### config.mk
export PLATFORM = sky130hd
export DESIGN_NAME = conv_serial_link
export DESIGN_NICKNAME = d
export VERILOG_FILES = /design/src/rtl/conv_serial_link_pkg.sv /design/src/rtl/csl_align.sv /design/src/rtl/csl_rx_ser.sv /design/src/rtl/csl_tx_des.sv /design/src/rtl/conv_serial_link.sv
export SDC_FILE = /design/constraint.sdc
export NUM_CORES = 1
export LEC_CHECK = 0
export BUFFER_PORTS_ARGS = -buffer_cell sky130_fd_sc_hd__clkbuf_2
export CORE_MARGIN = 8
export CORE_UTILIZATION = 30
export CTS_CLUSTER_DIAMETER = 80
export CTS_CLUSTER_SIZE = 25
export DETAILED_ROUTE_END_ITERATION = 10
export PLACE_DENSITY = 0.5
export SLEW_MARGIN = 20
export SYNTH_ARGS = -nofsm -noshare
export SYNTH_HDL_FRONTEND = slang
export SYNTH_SLANG_ARGS = --single-unit
### constraint.sdc
create_clock -name clk -period 7.43 [get_ports clk]
set_input_delay 1.1145 -clock clk [delete_from_list [all_inputs] [get_ports clk]]
set_output_delay 1.1145 -clock clk [all_outputs]
set_load 0.005 [all_outputs]
### src/rtl/conv_serial_link_pkg.sv
package conv_serial_link_pkg;
  localparam int unsigned ADC_W = 12;

  typedef struct packed {
    logic [ADC_W-1:0] data;
    logic             pos;
    logic             neg;
  } adc_smp_t;
endpackage

### src/rtl/csl_align.sv
module csl_align
  import conv_serial_link_pkg::*;
#(
  parameter int unsigned STAGES = 4
) (
  input  logic     clk,
  input  logic     rst_n,
  input  adc_smp_t d,
  output adc_smp_t q
);
  adc_smp_t stg_q [STAGES];
  adc_smp_t stg_d [STAGES];

  for (genvar s = 0; s < STAGES; s++) begin : g_stage
    if (s == 0) begin : g_first
      always_comb stg_d[s] = d;
    end else begin : g_rest
      always_comb stg_d[s] = stg_q[s-1];
    end

    always_ff @(posedge clk or negedge rst_n) begin
      if (!rst_n) stg_q[s] <= '0;
      else        stg_q[s] <= stg_d[s];
    end
  end

  assign q = stg_q[STAGES-1];
endmodule

### src/rtl/csl_rx_ser.sv
module csl_rx_ser
  import conv_serial_link_pkg::*;
#(
  parameter int unsigned LANES     = 2,
  parameter int unsigned LANE_BITS = 8
) (
  input  logic             clk,
  input  logic             rst_n,
  input  logic             frm,
  input  adc_smp_t         smp,
  output logic [LANES-1:0] lane
);
  localparam int unsigned WORD_W = LANES * LANE_BITS;
  localparam int unsigned PAD_W  = WORD_W - ADC_W;
  localparam logic [WORD_W-1:0] SAT_POS = {1'b0, {(WORD_W-1){1'b1}}};
  localparam logic [WORD_W-1:0] SAT_NEG = {1'b1, {(WORD_W-1){1'b0}}};

  logic [WORD_W-1:0] word;

  always_comb begin
    if (smp.pos)      word = SAT_POS;
    else if (smp.neg) word = SAT_NEG;
    else              word = {smp.data, {PAD_W{1'b0}}};
  end

  for (genvar l = 0; l < LANES; l++) begin : g_lane
    logic [LANE_BITS-1:0] sr_q;
    logic [LANE_BITS-1:0] sr_d;

    always_comb begin
      if (frm) sr_d = word[l*LANE_BITS +: LANE_BITS];
      else     sr_d = {sr_q[LANE_BITS-2:0], 1'b0};
    end

    always_ff @(posedge clk or negedge rst_n) begin
      if (!rst_n) sr_q <= '0;
      else        sr_q <= sr_d;
    end

    assign lane[l] = sr_q[LANE_BITS-1];
  end
endmodule

### src/rtl/csl_tx_des.sv
module csl_tx_des #(
  parameter int unsigned LANES     = 2,
  parameter int unsigned LANE_BITS = 8,
  localparam int unsigned WORD_W   = LANES * LANE_BITS
) (
  input  logic              clk,
  input  logic              rst_n,
  input  logic [LANES-1:0]  lane,
  output logic [WORD_W-1:0] word
);
  for (genvar l = 0; l < LANES; l++) begin : g_lane
    logic [LANE_BITS-1:0] sr_q;
    logic [LANE_BITS-1:0] sr_d;

    always_comb sr_d = {sr_q[LANE_BITS-2:0], lane[l]};

    always_ff @(posedge clk or negedge rst_n) begin
      if (!rst_n) sr_q <= '0;
      else        sr_q <= sr_d;
    end

    assign word[l*LANE_BITS +: LANE_BITS] = sr_q;
  end
endmodule

### src/rtl/conv_serial_link.sv
module conv_serial_link
  import conv_serial_link_pkg::*;
#(
  parameter int unsigned LANES        = 2,
  parameter int unsigned LANE_BITS    = 8,
  parameter int unsigned DAC_W        = 14,
  parameter int unsigned ALIGN_STAGES = 4
) (
  input  logic             clk,
  input  logic             rst_n,
  input  logic             frm,
  input  logic [ADC_W-1:0] adc_data,
  input  logic             adc_clip_pos,
  input  logic             adc_clip_neg,
  output logic [LANES-1:0] rx_lane,
  input  logic [LANES-1:0] tx_lane,
  output logic [DAC_W-1:0] dac_code
);
  localparam int unsigned WORD_W = LANES * LANE_BITS;

  // reset: asserted asynchronously, released on a clock edge
  logic [1:0] rst_sync_q;
  logic       rst_sync_n;

  always_ff @(posedge clk or negedge rst_n) begin
    if (!rst_n) rst_sync_q <= '0;
    else        rst_sync_q <= {rst_sync_q[0], 1'b1};
  end
  assign rst_sync_n = rst_sync_q[1];

  adc_smp_t adc_in;
  adc_smp_t adc_al;

  assign adc_in = '{data: adc_data, pos: adc_clip_pos, neg: adc_clip_neg};

  csl_align #(.STAGES(ALIGN_STAGES)) u_align (
    .clk  (clk),
    .rst_n(rst_sync_n),
    .d    (adc_in),
    .q    (adc_al)
  );

  csl_rx_ser #(.LANES(LANES), .LANE_BITS(LANE_BITS)) u_rx (
    .clk  (clk),
    .rst_n(rst_sync_n),
    .frm  (frm),
    .smp  (adc_al),
    .lane (rx_lane)
  );

  logic [WORD_W-1:0] tx_word;

  csl_tx_des #(.LANES(LANES), .LANE_BITS(LANE_BITS)) u_tx (
    .clk  (clk),
    .rst_n(rst_sync_n),
    .lane (tx_lane),
    .word (tx_word)
  );

  // DAC holding register, updated only at frame edges
  logic [DAC_W-1:0] dac_d;
  logic [DAC_W-1:0] dac_q;

  always_comb begin
    if (frm) dac_d = tx_word[WORD_W-1 -: DAC_W];
    else     dac_d = dac_q;
  end

  always_ff @(posedge clk or negedge rst_sync_n) begin
    if (!rst_sync_n) dac_q <= '0;
    else             dac_q <= dac_d;
  end

  assign dac_code = dac_q;
endmodule

==> flow_summary.ini <==
[run_status]
outcome = complete, no violations

[synthesis]
synth.top_cell.area_share_pct = 82.8
avgSynthCellArea_sq_um = 18.5
yosysSeqAreaShare_pct = 82.8
synthArstFlopShare_pct = 100
syn_area_sq_um = 3140
syn_nets = 189
synth.largest_area_cell = dfrtp_1
synthMostInstantiatedCell = dfrtp_1
ys_warn_count = 0
synth_area_leaders = dfrtp_1 (83%), mux2_4 (6.7%), a21oi_2 (2.8%), nand2b_1 (2.0%), nor2_1 (1.2%)
synth_ff_type = dfrtp_1
synth-seq-cells = 104
synth_edf_count = 0
ys_types = 19
yosys-top-cells-count = dfrtp_1 (104), mux2_4 (14), a21oi_2 (10), nand2b_1 (10), nor2_1 (10)
synth_cells = 170

[worst_setup_path]
slowest_stage = clkbuf_2
path_class = in2reg
required_ps = 7710
cp_max_fo = 31
cpLargestDelayFamily = buffers and inverters
crit_buf_inv = 1
start_kind = primary input
crit_chain = clkbuf_2 -> nor2b_4 -> a22o_1
worstSetupEndpointType = flip-flop
max_stage_delay_ps = 640
arrival_ps = 2460

[power]
comb_power_share_pct = 4.9
powerDensity_nw_per_um2 = 285
switchingPower_mw = 0.214
p_clk_share_pct = 36.0
vdd_drop_max_v = 0.000124
p_int_mw = 0.829
swShare_pct = 20.5
pwr-share-seq_pct = 59.1
power_mw = 1.04
power_leakage_nw = 1.69

[die]
dieArea_sq_um = 14000
core_sq_um = 10200
floorplan.die.width_um = 118
fp-row-count = 37
die_h_um = 118
ios = 35
start_util_pct = 30.7

[job]
max_cap_violations = 0

[cts]
cts_tree = done
hold_buffers = 0
cts_buffer_depth = 2
cts_setup_buffers = 0
numClockSinks = 104
path_clk_slew_ps = 90
numCtsBuffers = 9
cts_resized = 0
htreeDepth = 3
insertion_delay_ps = 350
cts-root-buf = clkbuf_8

[drt]
wl_um = 3910
drtAntennaViolNets = 0
viasPerCell = 3.73
first_pass_iters = 3
drt_iter0_markers = 77
route.detailed.drc = 0
routedWlPerCell_um = 11.2
via_count = 1306

[placed_design]
place.port_buffers = 34
placedCellCount = 334
routabilityCongestion = 0.643
dp_hpwl_um = 2370

[sta]
rsz0062_at_grt = no
setup_viol = 0
skew_ps = 11.6
fin_tns_setup_ps = 0
final_hold_viol_count = 0
fin_crit_ps = 2180
layout_worst_path_cycle_share_pct = 29.3
worst_slew_pin_slew_ps = 858
max_freq_mhz = 459
max_slew_margin_pct = 42.8
report.final.slew_viol_count = 0

[global_routing]
grt_start_max_net_pins = 73
grt_pass1_vias = 1448
grt_pass1_wl_um = 6870
antenna_found_initial = 0
grt.total_usage_pct = 6.25
grt-ovfl-total = 0

[final_layout]
fin_nets = 228
instances_no_fill = 350
antenna_cells = 0
drive_above_1_share_pct = 35.5
area_growth_pct = 16.4

[hold_path]
hold_path_class = reg2async
power by group through the flow:
stage	Combinational [mW]	Clock, mW	Sequential (mW)
after floorplan	0.0306	0	0.630
after global placement	0.0533	0	0.628
after detailed placement	0.0538	0	0.629
after CTS	0.0541	0.393	0.618
after global routing	0.0585	0.413	0.622
final	0.0516	0.375	0.617
per-layer routing:
layer	share of wire, %	vias up	GRT usage, %
li1	-	612	-
met1	47	657	7.37
met2	46	27	9.02
met3	3.6	10	1.90
met4	3.4	0	5.76
met5	0	-	0
registers in the layout, summed over array words and instances (netlist names):
name,cells
u_tx.g_lane.sr_q,16
u_align.q,14
rst_sync_q,2
dac_code,14
u_align.stg_d,42
u_rx.g_lane.sr_q,16
path summary, 6_finish.rpt:
kind                              startpoint                endpoint  slack (ps)  cells past startpoint
min                            rst_sync_q[1]       u_align.stg_d[23]         250                      0
min in group clk           u_align.stg_d[32]       u_align.stg_d[18]         350                      0
max reg2reg                    rst_sync_q[1]  u_rx.g_lane[1].sr_q[3]        5980                      1
max                                      frm  u_rx.g_lane[1].sr_q[7]        5250                      3
min reg2reg                    rst_sync_q[1]       u_align.stg_d[23]         250                      0
max in group asynchronous      rst_sync_q[1]  u_rx.g_lane[1].sr_q[3]        5980                      1
cell type report:
cell class / instances / area, sq um
fillers: 974 / 6570
flip-flops and latches: 104 / 2610
multi-input cells: 54 / 463
repair buffers: 35 / 178
well taps: 136 / 170
clock buffers: 12 / 145
clock inverters: 4 / 77.6
inverters: 5 / 18.8
kinds of logic after synthesis:
kind of cell / count (synthesis) / synth area share [%]
compound gates: 15 / 3.78
mux: 14 / 6.69
other cells: 1 / 0.119
buf+inv: 12 / 2.43
flops: 104 / 82.8
simple gates: 24 / 4.14
cells in the final DEF (no fill, tap or decap), drive strengths merged, types with 2 or more instances in the layout:
master  netlist  routed
bufinv        0       2
nor2b         2       2
inv           5       6
a21oi        10      10
clkbuf        1      46
nand2b       10      10
nor2         10      10
dfrtp       104     104
o21ai         3       3
mux2         14      14
metrics by stage:
| step | utilization, % | area, sq um | setup WS (ps) | hold WS [ps] |
|---|---|---|---|---|
| finish | 35.8 | 3660 | 5250 | 250 |
| global route | 35.8 | 3660 | 5140 | 299 |
| CTS | 35.8 | 3660 | 5230 | 275 |
| detailed placement | 33.6 | 3440 | 4860 | 263 |
| global placement | 33.6 | 3440 | 4870 | 265 |
| floorplan | - | 3140 | 4320 | 331 |
No activity file was read; power rests on OpenSTA's default activity.
